## config.mk

```make
export PLATFORM = sky130hd
export DESIGN_NAME = vmem_cmd_seq
export DESIGN_NICKNAME = d
export VERILOG_FILES = /design/src/rtl/vmem_pkg.sv /design/src/rtl/vmem_frame.sv /design/src/rtl/vmem_exec.sv /design/src/rtl/vmem_status.sv /design/src/rtl/vmem_cmd_seq.sv
export SDC_FILE = /design/constraint.sdc
export NUM_CORES = 1
export LEC_CHECK = 0
export ABC_AREA = 1
export BUFFER_PORTS_ARGS = -buffer_cell sky130_fd_sc_hd__buf_2
export CAP_MARGIN = 10
export CORE_MARGIN = 2
export CORE_UTILIZATION = 50
export CTS_BUF_LIST = sky130_fd_sc_hd__clkbuf_2 sky130_fd_sc_hd__clkbuf_4 sky130_fd_sc_hd__clkbuf_8
export CTS_CLUSTER_SIZE = 8
export DETAILED_ROUTE_END_ITERATION = 10
export PLACE_DENSITY = 0.75
export SYNTH_ARGS = -nofsm -noshare
export SYNTH_HDL_FRONTEND = slang
export SYNTH_SLANG_ARGS = --single-unit
```

## constraint.sdc

```tcl
create_clock -name clk -period 1.9 [get_ports clk]
set_input_delay 0.38 -clock clk [delete_from_list [all_inputs] [get_ports clk]]
set_output_delay 0.38 -clock clk [all_outputs]
set_load 0.01 [all_outputs]
```

## src/rtl/vmem_pkg.sv

```systemverilog
package vmem_pkg;
  localparam logic [7:0] OP_PWR     = 8'h80;
  localparam logic [7:0] OP_DIG_ON  = 8'hC0;
  localparam logic [7:0] OP_DIG_OFF = 8'h40;
  localparam logic [7:0] OP_REC     = 8'h91;
  localparam logic [7:0] OP_ERASE   = 8'hD1;
  localparam logic [7:0] OP_WR      = 8'hC9;
  localparam logic [7:0] OP_RD      = 8'hE1;

  typedef enum logic [2:0] {
    FR_IDLE, FR_CMD, FR_HI, FR_LO, FR_ARM, FR_TAIL, FR_RD
  } fr_state_t;

  function automatic logic needs_addr(input logic [7:0] op);
    return (op == OP_REC) || (op == OP_ERASE) || (op == OP_WR) || (op == OP_RD);
  endfunction
endpackage

```

## src/rtl/vmem_frame.sv

```systemverilog
module vmem_frame
  import vmem_pkg::*;
#(
  parameter logic [6:0] DEV_ADDR = 7'h40,
  parameter int ROW_W = 16
) (
  input  logic             clk,
  input  logic             rst,
  input  logic             rx_valid,
  input  logic [7:0]       rx_byte,
  input  logic             rx_start,
  input  logic             ack_fall,
  input  logic             bus_stop,
  input  logic             tx_pop,
  output logic             go,
  output logic [7:0]       opc,
  output logic [ROW_W-1:0] row,
  output logic             in_rd,
  output logic [1:0]       tx_idx,
  output logic             wr_seen,
  output logic             rd_seen
);
  fr_state_t  st;
  logic [7:0] hi_q, lo_q;

  assign wr_seen = rx_valid && rx_start && (rx_byte == {DEV_ADDR, 1'b0});
  assign rd_seen = rx_valid && rx_start && (rx_byte == {DEV_ADDR, 1'b1});
  assign row     = ROW_W'({hi_q, lo_q});
  assign in_rd   = (st == FR_RD);

  always_ff @(posedge clk) begin
    if (rst) begin
      st <= FR_IDLE; go <= 1'b0; opc <= '0;
      hi_q <= '0; lo_q <= '0; tx_idx <= '0;
    end else begin
      go <= 1'b0;
      if (bus_stop) begin
        st <= FR_IDLE;
      end else if (rx_valid && rx_start) begin
        tx_idx <= '0;
        if (wr_seen)      st <= FR_CMD;
        else if (rd_seen) st <= FR_RD;
        else              st <= FR_IDLE;
      end else if (rx_valid) begin
        case (st)
          FR_CMD: begin
            opc <= rx_byte;
            st  <= needs_addr(rx_byte) ? FR_HI : FR_ARM;
          end
          FR_HI: begin hi_q <= rx_byte; st <= FR_LO;  end
          FR_LO: begin lo_q <= rx_byte; st <= FR_ARM; end
          default: ;
        endcase
      end else if (ack_fall && st == FR_ARM) begin
        go <= 1'b1;
        st <= FR_TAIL;
      end else if (tx_pop && st == FR_RD && tx_idx != 2'd3) begin
        tx_idx <= tx_idx + 2'd1;
      end
    end
  end

  p_abort_r8: assert property (@(posedge clk) disable iff (rst)
    bus_stop |=> !go);
  p_go_once_r2: assert property (@(posedge clk) disable iff (rst)
    go |=> !go);
endmodule

```

## src/rtl/vmem_exec.sv

```systemverilog
module vmem_exec
  import vmem_pkg::*;
#(
  parameter int ROW_W    = 16,
  parameter int PAGE_LSB = 5
) (
  input  logic             clk,
  input  logic             rst,
  input  logic             go,
  input  logic [7:0]       opc,
  input  logic [ROW_W-1:0] row,
  input  logic             wr_seen,
  input  logic             rd_seen,
  output logic             powered,
  output logic             dig_mode,
  output logic [ROW_W-1:0] row_addr,
  output logic             stop_stb,
  output logic             rec_stb,
  output logic             erase_stb,
  output logic             wr_stb,
  output logic             rd_stb,
  output logic             err_set,
  output logic             serve_array
);
  localparam logic [ROW_W-1:0] PAGE_MASK = ~((ROW_W'(1) << PAGE_LSB) - ROW_W'(1));
  logic rd_armed;

  always_ff @(posedge clk) begin
    if (rst) begin
      powered <= 1'b0; dig_mode <= 1'b0; row_addr <= '0;
      stop_stb <= 1'b0; rec_stb <= 1'b0; erase_stb <= 1'b0;
      wr_stb <= 1'b0; rd_stb <= 1'b0; err_set <= 1'b0;
      rd_armed <= 1'b0; serve_array <= 1'b0;
    end else begin
      stop_stb <= 1'b0; rec_stb <= 1'b0; erase_stb <= 1'b0;
      wr_stb <= 1'b0; rd_stb <= 1'b0; err_set <= 1'b0;
      if (wr_seen) rd_armed <= 1'b0;
      if (rd_seen) serve_array <= rd_armed;
      if (go) begin
        case (opc)
          OP_PWR:     begin powered <= 1'b1; stop_stb <= 1'b1; end
          OP_DIG_ON:  dig_mode <= 1'b1;
          OP_DIG_OFF: dig_mode <= 1'b0;
          OP_REC:     begin rec_stb <= 1'b1; row_addr <= row; end
          OP_ERASE, OP_WR, OP_RD: begin
            if (!dig_mode) begin
              err_set <= 1'b1;
            end else begin
              row_addr  <= (opc == OP_ERASE) ? (row & PAGE_MASK) : row;
              erase_stb <= (opc == OP_ERASE);
              wr_stb    <= (opc == OP_WR);
              rd_stb    <= (opc == OP_RD);
              if (opc == OP_RD) rd_armed <= 1'b1;
            end
          end
          default: err_set <= 1'b1;
        endcase
      end
    end
  end

  p_one_strobe_r2: assert property (@(posedge clk) disable iff (rst)
    $onehot0({stop_stb, rec_stb, erase_stb, wr_stb, rd_stb}));
  p_dig_gate_r6: assert property (@(posedge clk) disable iff (rst)
    (erase_stb || wr_stb || rd_stb) |-> $past(dig_mode));
  p_row_align_r7: assert property (@(posedge clk) disable iff (rst)
    erase_stb |-> (row_addr[PAGE_LSB-1:0] == '0));
  p_power_r3: assert property (@(posedge clk) disable iff (rst)
    stop_stb |-> powered);
endmodule

```

## src/rtl/vmem_status.sv

```systemverilog
module vmem_status #(
  parameter int ROW_W = 16
) (
  input  logic             clk,
  input  logic             rst,
  input  logic             ovf_evt,
  input  logic             eom_evt,
  input  logic             err_set,
  input  logic             in_rd,
  input  logic             serve_array,
  input  logic [1:0]       tx_idx,
  input  logic             tx_pop,
  input  logic             dig_mode,
  input  logic             powered,
  input  logic [ROW_W-1:0] row_addr,
  output logic [7:0]       tx_byte,
  output logic             tx_from_array,
  output logic             int_n
);
  logic ovf_l, eom_l, err_l, clr;
  logic [15:0] row16;

  assign row16         = 16'(row_addr);
  assign tx_from_array = in_rd && serve_array;
  assign clr           = tx_pop && in_rd && !serve_array && (tx_idx == 2'd0);
  assign int_n         = !(ovf_l || eom_l);

  always_ff @(posedge clk) begin
    if (rst) begin
      ovf_l <= 1'b0; eom_l <= 1'b0; err_l <= 1'b0;
    end else begin
      ovf_l <= ovf_evt || (ovf_l && !clr);
      eom_l <= eom_evt || (eom_l && !clr);
      err_l <= err_set || (err_l && !clr);
    end
  end

  always_comb begin
    case (tx_idx)
      2'd0:    tx_byte = {ovf_l, eom_l, err_l, dig_mode, powered, 3'b000};
      2'd1:    tx_byte = row16[15:8];
      2'd2:    tx_byte = row16[7:0];
      default: tx_byte = 8'hFF;
    endcase
  end

  p_int_set_r10: assert property (@(posedge clk) disable iff (rst)
    (ovf_evt || eom_evt) |=> !int_n);
  p_int_hold_r10: assert property (@(posedge clk) disable iff (rst)
    (!int_n && !clr) |=> !int_n);
  p_int_release_r11: assert property (@(posedge clk) disable iff (rst)
    (clr && !ovf_evt && !eom_evt) |=> int_n);
endmodule

```

## src/rtl/vmem_cmd_seq.sv

```systemverilog
module vmem_cmd_seq
  import vmem_pkg::*;
#(
  parameter logic [6:0] DEV_ADDR = 7'h40,
  parameter int ROW_W    = 16,
  parameter int PAGE_LSB = 5
) (
  input  logic             clk,
  input  logic             rst,
  input  logic             rx_valid,
  input  logic [7:0]       rx_byte,
  input  logic             rx_start,
  input  logic             ack_fall,
  input  logic             bus_stop,
  input  logic             tx_pop,
  input  logic             ovf_evt,
  input  logic             eom_evt,
  output logic [7:0]       tx_byte,
  output logic             tx_from_array,
  output logic             powered,
  output logic             dig_mode,
  output logic [ROW_W-1:0] row_addr,
  output logic             stop_stb,
  output logic             rec_stb,
  output logic             erase_stb,
  output logic             wr_stb,
  output logic             rd_stb,
  output logic             int_n
);
  logic             go, in_rd, wr_seen, rd_seen, err_set, serve_array;
  logic [7:0]       opc;
  logic [ROW_W-1:0] row;
  logic [1:0]       tx_idx;

  vmem_frame #(.DEV_ADDR(DEV_ADDR), .ROW_W(ROW_W)) u_frame (
    .clk(clk), .rst(rst), .rx_valid(rx_valid), .rx_byte(rx_byte),
    .rx_start(rx_start), .ack_fall(ack_fall), .bus_stop(bus_stop),
    .tx_pop(tx_pop), .go(go), .opc(opc), .row(row), .in_rd(in_rd),
    .tx_idx(tx_idx), .wr_seen(wr_seen), .rd_seen(rd_seen));

  vmem_exec #(.ROW_W(ROW_W), .PAGE_LSB(PAGE_LSB)) u_exec (
    .clk(clk), .rst(rst), .go(go), .opc(opc), .row(row),
    .wr_seen(wr_seen), .rd_seen(rd_seen), .powered(powered),
    .dig_mode(dig_mode), .row_addr(row_addr), .stop_stb(stop_stb),
    .rec_stb(rec_stb), .erase_stb(erase_stb), .wr_stb(wr_stb),
    .rd_stb(rd_stb), .err_set(err_set), .serve_array(serve_array));

  vmem_status #(.ROW_W(ROW_W)) u_status (
    .clk(clk), .rst(rst), .ovf_evt(ovf_evt), .eom_evt(eom_evt),
    .err_set(err_set), .in_rd(in_rd), .serve_array(serve_array),
    .tx_idx(tx_idx), .tx_pop(tx_pop), .dig_mode(dig_mode),
    .powered(powered), .row_addr(row_addr), .tx_byte(tx_byte),
    .tx_from_array(tx_from_array), .int_n(int_n));
endmodule

```

==> reports/metrics.cfg, run 1 <==
[cells_and_area]
syn_to_final_growth_pct = 20.0
seqCellArea_um2 = 1190
final_nets = 447
n_fill_cell = 502
fin_cells = 501
multiInputGateArea_um2 = 1280
fin_util_pct = 62.8
diodes = 0
drive_gt1_share_pct = 20.9

[run_status]
outcome = finished clean

[synth]
yosys_warnings = 0
synth_top_family_by_area = simple AND/OR/NAND/NOR gates
synth_edf_count = 0
synth_cells = 378
ys_ff_latch = 59
seq_area_frac_synth_pct = 43.6
synthSimpleGateAreaFrac_pct = 25.7
synth_xor_area_share_pct = 0
syn-mean-instance-area_um2 = 7.16
synthMuxAreaShare_pct = 0
synth_cell_types = 25
synth_top_area_share_pct = 43.6
netlist_area_um2 = 2710
yosys.area_share.adder_pct = 1.85
synth_compound_area_share_pct = 18.6
synth_fp_nets = 399
synth_top_cell_by_area = dfxtp_1
netlist_top_cells_area = dfxtp_1 (44%), a21oi_1 (9.8%), nand2_1 (8.2%)
synth-main-ff-cell = dfxtp_1
async_reset_ff_share_pct = 0

[worst_setup_path]
crit_type = reg -> out
cp_max_fo = 8
cp_num_buf_inv = 2
critical_path_arrival_ps = 1460
r2r_cells = 10
path_cells = inv_1 > ha_4 > a221o_1 > buf_2
worstReg2RegStart = u_frame.opc[2]
reg2reg_slack_ps = 300
worst_r2r_endpoint = u_exec.row_addr[5]
cp_top_family = flip-flops
cp_slowest_cell = dfxtp_4
slowest_delay_ps = 370
cp-start-kind = flip-flop
endpoint_kind = output pin
critPathRequiredTime_ps = 1520

[place]
dpl.hpwl_mm = 4.57
portBuffers = 49
dp.cells = 485
finalWeightedCongestion = 0.825
post-place-ws_ps = 283

[timing]
max_freq_mhz = 544
finalCritPeriodShare_pct = 96.7
hold_viol = 0
skew_ps = 5.80
relSlewSlack_pct = 64.4
period_minus_slack_ps = 1840
setup_ws_ps = 62.3
setup_tns_ps = 0
drv_slew = 0
setup_viol = 0
worst_pin_slew_ps = 533
rsz0062_at_grt = no

[floorplanning]
pin_count = 50
coreArea_um2 = 5170
dieArea_um2 = 6020
die_w_um = 77.6
die_height_um = 77.6
rows = 26
start_util_pct = 52.3

[cts]
cts_sinks = 59
clk-insertion-delay-late_ps = 330
htreeDepth = 3
cts_buffers = 9
cts-root-buf = clkbuf_8
tritoncts = done
cts_max_path_buffers = 2
hold_buffers = 0
cts.reportedPaths.clkPinSlew_ps = 70
post_cts.repair.setup_buffers = 0

[global_routing]
grt_pass1_wl_mm = 10.3
antenna_found_initial = 0
grt_overflow = 0
first_global_vias = 2299
grtUsageTotal_pct = 21.5
grt_max_degree = 33

[routing]
vias = 2566
dr.pass1.iters = 4
drtAntennaViolNets = 0
drc_errors = 0
detail_route.wl_per_cell_um = 12.4
drt_iter0_drc = 189
via_per_inst = 5.12
drt_wl_total_mm = 6.19

[hold_path]
min_path_cells = 3
min_to = u_status.eom_l
hp-class = in -> reg
worstHoldStart = eom_evt

[power]
power_density_nw_per_um2 = 867
vdd_drop_max_mv = 0.397
p_leak_nw = 1.44

[job]
drv_cap = 0

kinds of logic (layout without fill, tap and decap cells):
group                      Yosys count  after routing
and+or+nand+nor                    157            157
AOI/OAI and AO/OA                   96             96
buffers and inverters               62            115
DFF                                 59             59
adders and majority gates            4              4
power breakdown:
part | switching (mW) | total (mW) | internal, mW | leakage [nW]
clock | 0.480 | 1.40 | 0.917 | 0.127
sequential | 0.0111 | 1.26 | 1.25 | 0.478
combinational | 0.104 | 0.160 | 0.0563 | 0.832
total | 0.595 | 2.82 | 2.22 | 1.44
how the worst max path moves through the flow:
stage | slack (ps) | startpoint | cells after the start | endpoint
after floorplan | 380 | u_frame.tx_idx[0] | 4 | tx_byte[0]
after global placement | 330 | u_frame.tx_idx[0] | 4 | tx_byte[1]
after detailed placement | 280 | rx_valid | 9 | u_frame.lo_q[4]
after CTS | 9 | u_frame.tx_idx[0] | 5 | tx_byte[5]
after global routing | 9 | u_frame.tx_idx[1] | 4 | tx_byte[2]
final | 60 | u_frame.tx_idx[1] | 4 | tx_byte[2]
through the flow:
| step | instance area, um2 | total power, mW | hold slack, ps |
|---|---|---|---|
| floorplan | 2710 | 1.38 | 413 |
| global placement | 2970 | 1.44 | 428 |
| detailed placement | 2970 | 1.44 | 427 |
| CTS | 3230 | 2.84 | 237 |
| global route | 3250 | 2.91 | 265 |
| finish | 3250 | 2.82 | 252 |
cells in the final DEF, fill, tap and decap left out, types with 2 or more instances in the layout:
cell type	instances
nand2_1	59
dfxtp_1	57
a21oi_1	53
buf_2	49
nor2_1	45
inv_1	40
o21ai_0	36
nand3_1	32
clkbuf_8	10
nand4_1	5
buf_4	5
nor3_1	4
inv_2	3
a221o_1	3
nor2_2	3
nand2_2	3
bufinv_16	3
nor4_1	2
nor2_4	2
clkinv_1	2
a21oi_2	2
ha_4	2
clkinv_2	2
Yosys cell counts (4+ instances only):
cell       n
nor2_1    45
clkbuf_1   7
buf_6      5
dfxtp_1   59
ha_1       4
nand4_1    5
o21ai_0   36
nand2_1   59
a21oi_1   53
nand3_1   32
nor3_1     4
buf_2      5
inv_1     41
cell type report:
cell class / count / area share [%]
clock buffer: 11 / 4.47
tap: 70 / 2.70
multi-input combinational: 257 / 39.3
sequential: 59 / 36.5
clock inverter: 5 / 3.08
inverter: 45 / 5.20
timing repair buffer: 54 / 8.71
state kept, by name, indices dropped and copies added (netlist names):
name / cells
u_exec.dig_mode: 1
u_exec.erase_stb: 1
u_exec.err_set: 1
u_exec.powered: 1
u_exec.rd_armed: 1
u_exec.rd_stb: 1
u_exec.rec_stb: 1
u_exec.row_addr: 16
u_exec.serve_array: 1
u_exec.stop_stb: 1
u_exec.wr_stb: 1
u_frame.go: 1
u_frame.hi_q: 8
u_frame.lo_q: 8
u_frame.opc: 8
u_frame.st: 3
u_frame.tx_idx: 2
u_status.eom_l: 1
u_status.err_l: 1
u_status.ovf_l: 1
repair_timing:
item | CTS | global route
setup endpoints to repair | 5 | 8
hold endpoints to repair | 0 | 0
gates resized for setup | 4 | 5
layer usage:
metal	GRT usage, %	part of all wire, %
met1	29.1	48
met2	33.4	44
met3	5.35	6.0
met4	7.68	1.5
met5	0	0
worst reg2reg max path: stages (launching register included):
cell,delay [ps]
dfxtp_1,300
inv_1,100
nand2_1,100
nor2_4,140
nand2_2,120
nand3_2,110
nand2_2,70
nand2_4,270
nand3_1,140
nand2_1,100
nor2_1,40
No activity file was read; power rests on OpenSTA's default activity.
==> run 2, diff against run 1 <==
clock period = 1.8 ns   (was 1.9 ns; I/O delays follow)
==> reports/metrics.cfg, run 2 (synthesis results as in run 1) <==
[cells_and_area]
final_nets = 449  ; was 447
syn_to_final_growth_pct = 18.6  ; was 20.0%
fin_cells = 503  ; was 501
final_common_cell = nand2_1  ; unchanged
n_fill_cell = 479  ; was 502
drive_gt1_share_pct = 21.7  ; was 20.9%
layout_common_cells = nand2_1 (59), dfxtp_1 (57), a21oi_1 (53)  ; unchanged
stdcell_area_um2 = 3210  ; was 3250 um2
diodes = 0  ; unchanged
largest_reg_flops = 16  ; unchanged
top_register = u_exec.row_addr  ; unchanged

[floorplanning]
die_height_um = 77.6  ; unchanged
die_w_um = 77.6  ; unchanged
rows = 26  ; unchanged
coreArea_um2 = 5170  ; unchanged
pin_count = 50  ; unchanged
start_util_pct = 52.3  ; unchanged
dieArea_um2 = 6020  ; unchanged

[timing]
skew_ps = 5.40  ; was 5.80 ps
hold_viol = 0  ; unchanged
rsz0062_at_grt = yes  ; was no
finalCritPeriodShare_pct = 97.2
setup_viol = 0  ; unchanged
max_freq_mhz = 572
setup_tns_ps = 0  ; unchanged
relSlewSlack_pct = 60.8  ; was 64.4%
period_minus_slack_ps = 1750
worst_pin_slew_ps = 587  ; was 533 ps
drv_slew = 0  ; unchanged

[routing]
dr.pass1.iters = 4  ; unchanged
drtAntennaViolNets = 0  ; unchanged
drt_wl_total_mm = 6.35  ; was 6.19 mm
vias = 2613  ; was 2566
drc_errors = 0  ; unchanged
drt_iter0_drc = 106  ; was 189
via_per_inst = 5.19  ; was 5.12
detail_route.wl_per_cell_um = 12.6  ; was 12.4 um

[cts]
hold_buffers = 0  ; unchanged
cts.reportedPaths.clkPinSlew_ps = 60  ; was 70 ps
cts_buffers = 9  ; unchanged
htreeDepth = 3  ; unchanged
cts-root-buf = clkbuf_8  ; unchanged
tritoncts = done  ; unchanged
cts_max_path_buffers = 2  ; unchanged
clk-insertion-delay-late_ps = 330  ; about the same
cts_sinks = 59  ; unchanged

[run_status]
outcome = finished clean  ; unchanged

[power]
power_switching_uw = 608  ; was 595 uW
clockPowerShare_pct = 42.3  ; was 49.6%
internal-power_mw = 2.00  ; was 2.22 mW
total_power_mw = 2.60  ; was 2.82 mW
vdd_drop_max_mv = 0.462  ; was 0.397 mV
pwr-share-comb_pct = 6.6  ; was 5.7%
p_sw_share_pct = 23.4  ; was 21.1%
p_leak_nw = 1.42  ; was 1.44 nW
power_frac_seq_pct = 51.1  ; was 44.7%
power_density_nw_per_um2 = 811  ; was 867 nW/um2

[worst_setup_path]
reg2reg_slack_ps = 170  ; was 300 ps
cp_max_fo = 8  ; unchanged
crit_type = reg -> out  ; unchanged
critPathRequiredTime_ps = 1440  ; was 1520 ps
endpoint_kind = output pin  ; unchanged
critical_path_arrival_ps = 1390  ; was 1460 ps
cp-start-kind = flip-flop  ; unchanged

[global_routing]
antenna_found_initial = 0  ; unchanged
grtUsageTotal_pct = 22.5  ; was 21.5%
grt_overflow = 0  ; unchanged
grt_pass1_wl_mm = 10.7  ; was 10.3 mm
first_global_vias = 2352  ; was 2299
grt_max_degree = 33  ; unchanged

[place]
finalWeightedCongestion = 0.828  ; was 0.825
dp.cells = 485  ; unchanged
portBuffers = 49  ; unchanged
dpl.hpwl_mm = 4.56  ; was 4.57 mm
postPlaceCellArea_um2 = 2970  ; unchanged

[job]
drv_cap = 0  ; unchanged

[hold_path]
hp-class = in -> reg  ; unchanged

-- run 2: stage by stage --
step	hold WS [ps]	worst slack (ps)	utilization, %
after floorplan	413	296	-
after global placement	423	243	57.4
after detailed placement	430	190	57.4
after CTS	217	2.11	61.9
after global routing	254	-1.77	62.1
final	242	50.4	62.1
-- run 2: power groups by stage --
stage | logic (mW) | registers [mW] | clock network, mW
after floorplan | 0.105 | 1.35 | 0
after CTS | 0.171 | 1.33 | 1.13
final | 0.173 | 1.33 | 1.10
after detailed placement | 0.164 | 1.36 | 0
after global placement | 0.162 | 1.36 | 0
after global routing | 0.197 | 1.33 | 1.18
-- run 2: final cells by class --
| type | count | area (um2) | share of cell area (%) |
|---|---|---|---|
| Clock buffer | 14 | 174 | 5.41 |
| Clock inverter | 2 | 10.0 | 0.312 |
| Inverter | 45 | 174 | 5.41 |
| Multi-Input combinational cell | 257 | 1280 | 39.9 |
| Sequential cell | 59 | 1190 | 37.0 |
| Tap cell | 70 | 87.6 | 2.73 |
| Timing Repair Buffer | 56 | 298 | 9.27 |
-- run 2: layer usage --
layer	up-vias	GRT usage [%]	wire length [um]
li1	1347	-	-
met3	11	5.47	448
met1	1156	31.3	3040
met4	0	10.2	114
met2	99	32.8	2750
met5	-	0	0
-- run 2: critical path, cell delays in order, from the launching register on --
cell     delay (ps)
dfxtp_4         380
inv_4            50
ha_4            180
a221o_1         310
buf_2           140
-- run 2: what timing repair did --
action / CTS / global route
pin swaps: 1 / 5
buffers inserted: 2 / 0
resized for setup: 11 / 3
endpoints found under the setup margin: 8 / 8
-- run 2: worst paths after layout --
| path | to | from | cells after the start |
|---|---|---|---|
| worst max-delay path | tx_byte[2] | u_frame.tx_idx[0] | 4 |
| worst min-delay path | u_status.eom_l | eom_evt | 3 |
| worst max register to register | u_exec.row_addr[5] | u_frame.opc[0] | 9 |
| worst min register to register | u_status.err_l | u_exec.err_set | 2 |
==> run 3, diff against run 2 <==
--- a/config.mk
+++ b/config.mk
@@ -7,3 +7,2 @@
 export LEC_CHECK = 0
-export ABC_AREA = 1
 export BUFFER_PORTS_ARGS = -buffer_cell sky130_fd_sc_hd__buf_2
==> constraint.sdc (replaced) <==
create_clock -name clk -period 1.8 [get_ports clk]
set_input_delay 0.18 -clock clk [delete_from_list [all_inputs] [get_ports clk]]
set_output_delay 0.18 -clock clk [all_outputs]
set_load 0.01 [all_outputs]
==> reports/metrics.cfg, run 3 <==
[floorplanning]
dieArea_um2 = 5790  ; was 6020 um2
pin_count = 50  ; unchanged
coreArea_um2 = 5070  ; was 5170 um2
die_w_um = 76.1  ; was 77.6 um
start_util_pct = 51.2  ; was 52.3%
die_height_um = 76.1  ; was 77.6 um
rows = 26  ; unchanged

[power]
clockPowerShare_pct = 45.6  ; was 42.3%
vdd_drop_max_mv = 0.605  ; was 0.462 mV
power_density_nw_per_um2 = 832  ; was 811 nW/um2
internal-power_mw = 2.10  ; was 2.00 mW
power_switching_uw = 610  ; was 608 uW
power_frac_seq_pct = 49.0  ; was 51.1%
pwr-share-comb_pct = 5.5  ; was 6.6%
p_leak_nw = 1.40  ; was 1.42 nW
p_sw_share_pct = 22.6  ; was 23.4%

[timing]
worst_pin_slew_ps = 471  ; was 587 ps
hold_viol = 0  ; unchanged
skew_ps = 8.93  ; was 5.40 ps
relSlewSlack_pct = 68.6  ; was 60.8%
max_freq_mhz = 578  ; was 572 MHz
setup_viol = 0  ; unchanged
drv_slew = 0  ; unchanged
setup_tns_ps = 0  ; unchanged
rsz0062_at_grt = no  ; was yes
finalCritPeriodShare_pct = 96.0  ; was 97.2%
period_minus_slack_ps = 1730  ; was 1750 ps

[cts]
cts-root-buf = clkbuf_8  ; unchanged
clk-insertion-delay-late_ps = 340  ; was 330 ps
tritoncts = done  ; unchanged
htreeDepth = 3  ; unchanged
hold_buffers = 0  ; unchanged
cts_buffers = 9  ; unchanged
cts_sinks = 59  ; unchanged
cts.reportedPaths.clkPinSlew_ps = 70  ; was 60 ps
cts_max_path_buffers = 2  ; unchanged

[cells_and_area]
final_common_cell = dfxtp_1  ; was nand2_1
largest_reg_flops = 16  ; unchanged
diodes = 0  ; unchanged
final_nets = 383  ; was 449
fin_util_pct = 64.1  ; was 62.1%
n_fill_cell = 462  ; was 479
syn_to_final_growth_pct = 25.1  ; was 18.6%
drive_gt1_share_pct = 31.6  ; was 21.7%
top_register = u_exec.row_addr  ; unchanged
layout_common_cells = dfxtp_1 (58), buf_2 (49), nand2_1 (42)  ; was nand2_1 (59), dfxtp_1 (57), a21oi_1 (53)

[routing]
via_per_inst = 5.46  ; was 5.19
detail_route.wl_per_cell_um = 15.4  ; was 12.6 um
dr.pass1.iters = 5  ; was 4
vias = 2384  ; was 2613
drt_iter0_drc = 180  ; was 106
drt_wl_total_mm = 6.73  ; was 6.35 mm
drc_errors = 0  ; unchanged
drtAntennaViolNets = 0  ; unchanged

[global_routing]
grt_pass1_wl_mm = 11.1  ; was 10.7 mm
first_global_vias = 2222  ; was 2352
grtUsageTotal_pct = 24.2  ; was 22.5%
grt_max_degree = 25  ; was 33
grt_overflow = 0  ; unchanged
antenna_found_initial = 0  ; unchanged

[worst_setup_path]
endpoint = tx_byte[2]  ; unchanged
worst_r2r_endpoint = u_exec.row_addr[7]  ; was u_exec.row_addr[5]
worstReg2RegStart = u_frame.go  ; was u_frame.opc[0]
critPathRequiredTime_ps = 1620  ; was 1440 ps
endpoint_kind = output pin  ; unchanged
cp-start-kind = flip-flop  ; unchanged
cp_max_fo = 8  ; unchanged
critical_path_arrival_ps = 1550  ; was 1390 ps
crit_start = u_frame.tx_idx[1]  ; was u_frame.tx_idx[0]
reg2reg_slack_ps = 110  ; was 170 ps
crit_type = reg -> out  ; unchanged
r2r_cells = 6  ; was 9

[synth]
yosysMostFrequentCell = dfxtp_1
synth_cell_types = 41  ; was 25
synth_top_area_share_pct = 45.4  ; was 43.6%
synth_top_cell_by_area = dfxtp_1  ; unchanged
syn-mean-instance-area_um2 = 8.70  ; was 7.16 um2
netlist_top_cells_area = dfxtp_1 (45%), mux2i_1 (6.5%), nand2_1 (6.1%)  ; was dfxtp_1 (44%), a21oi_1 (9.8%), nand2_1 (8.2%)
async_reset_ff_share_pct = 0  ; unchanged
yosys_warnings = 0  ; unchanged
yosys-top-cells-count = dfxtp_1 (59), nand2_1 (42), nor2_1 (36), a21oi_1 (29), mux2i_1 (17)  ; was dfxtp_1 (59), nand2_1 (59), a21oi_1 (53), nor2_1 (45), inv_1 (41)
synth_edf_count = 0  ; unchanged
synth_fp_nets = 320  ; was 399
synth-main-ff-cell = dfxtp_1  ; unchanged
ys_ff_latch = 59  ; unchanged
seq_area_frac_synth_pct = 45.4  ; was 43.6%
netlist_area_um2 = 2600  ; was 2710 um2
synth_cells = 299  ; was 378

[run_status]
outcome = finished clean  ; unchanged

[hold_path]
hp-class = in -> reg  ; unchanged

[place]
dpl.hpwl_mm = 4.75  ; was 4.56 mm
finalWeightedCongestion = 0.827  ; was 0.828
portBuffers = 49  ; unchanged

[job]
drv_cap = 0  ; unchanged

[run 3: per-layer routing]
metal  GRT usage, %  share of wire, %
met1           32.2                47
met2           38.1                47
met3           5.33               4.3
met4           10.5               2.1
met5              0                 0
[run 3: worst min path at each step]
stage                  start             end  cells after the start  slack, ps
floorplan           bus_stop      u_frame.go                      1        260
global placement     eom_evt  u_status.eom_l                      3        390
detailed placement   ovf_evt  u_status.ovf_l                      3        410
CTS                  ovf_evt  u_status.ovf_l                      3         50
global route        bus_stop      u_frame.go                      2         70
finish               ovf_evt  u_status.ovf_l                      3         60
[run 3: timing repair]
action,4_1_cts,5_1_grt
endpoints found under the setup margin,2,15
resized for setup,2,3
pin swaps,0,2
cloned,0,1
buffers inserted,0,0
[run 3: power groups by stage]
stage / logic [mW] / clock network (mW) / registers [mW]
floorplan: 0.0758 / 0 / 1.35
global placement: 0.141 / 0 / 1.35
detailed placement: 0.144 / 0 / 1.35
CTS: 0.146 / 1.24 / 1.32
global route: 0.163 / 1.32 / 1.32
finish: 0.148 / 1.23 / 1.32
[run 3: final cells by class]
class | count | area, um2 | share of cell area, %
multi-input cells | 222 | 1350 | 41.6
clock inverters | 4 | 48.8 | 1.50
well taps | 70 | 87.6 | 2.69
repair buffers | 66 | 403 | 12.4
flip-flops and latches | 59 | 1180 | 36.4
clock buffers | 12 | 159 | 4.89
inverters | 4 | 15.0 | 0.462
[run 3: kinds of logic after synthesis]
group | synth area share (%)
adders and majority gates | 1.93
muxes | 6.98
buffers and inverters | 3.32
AOI/OAI and AO/OA | 16.6
DFF | 45.4
xor gates and xnor gates | 0.337
and+or+nand+nor | 25.4
[run 3: through the flow]
step / total power [mW] / hold WS (ps) / cell area [um2] / worst slack, ps / std cells
final: 2.71 / 62.2 / 3250 / 71.4 / 437
after global routing: 2.81 / 74.3 / 3250 / 14.0 / 437
after CTS: 2.71 / 53.4 / 3210 / 35.1 / 436
after detailed placement: 1.50 / 406 / 3000 / 59.1 / 420
after global placement: 1.49 / 390 / 3000 / 123 / 420
after floorplan: 1.43 / 257 / 2600 / 58.3 / 299
[run 3: critical path, cell delays in order (launching register included)]
cell	delay (ps)
dfxtp_1	360
inv_1	110
ha_4	210
a221o_1	380
buf_2	150
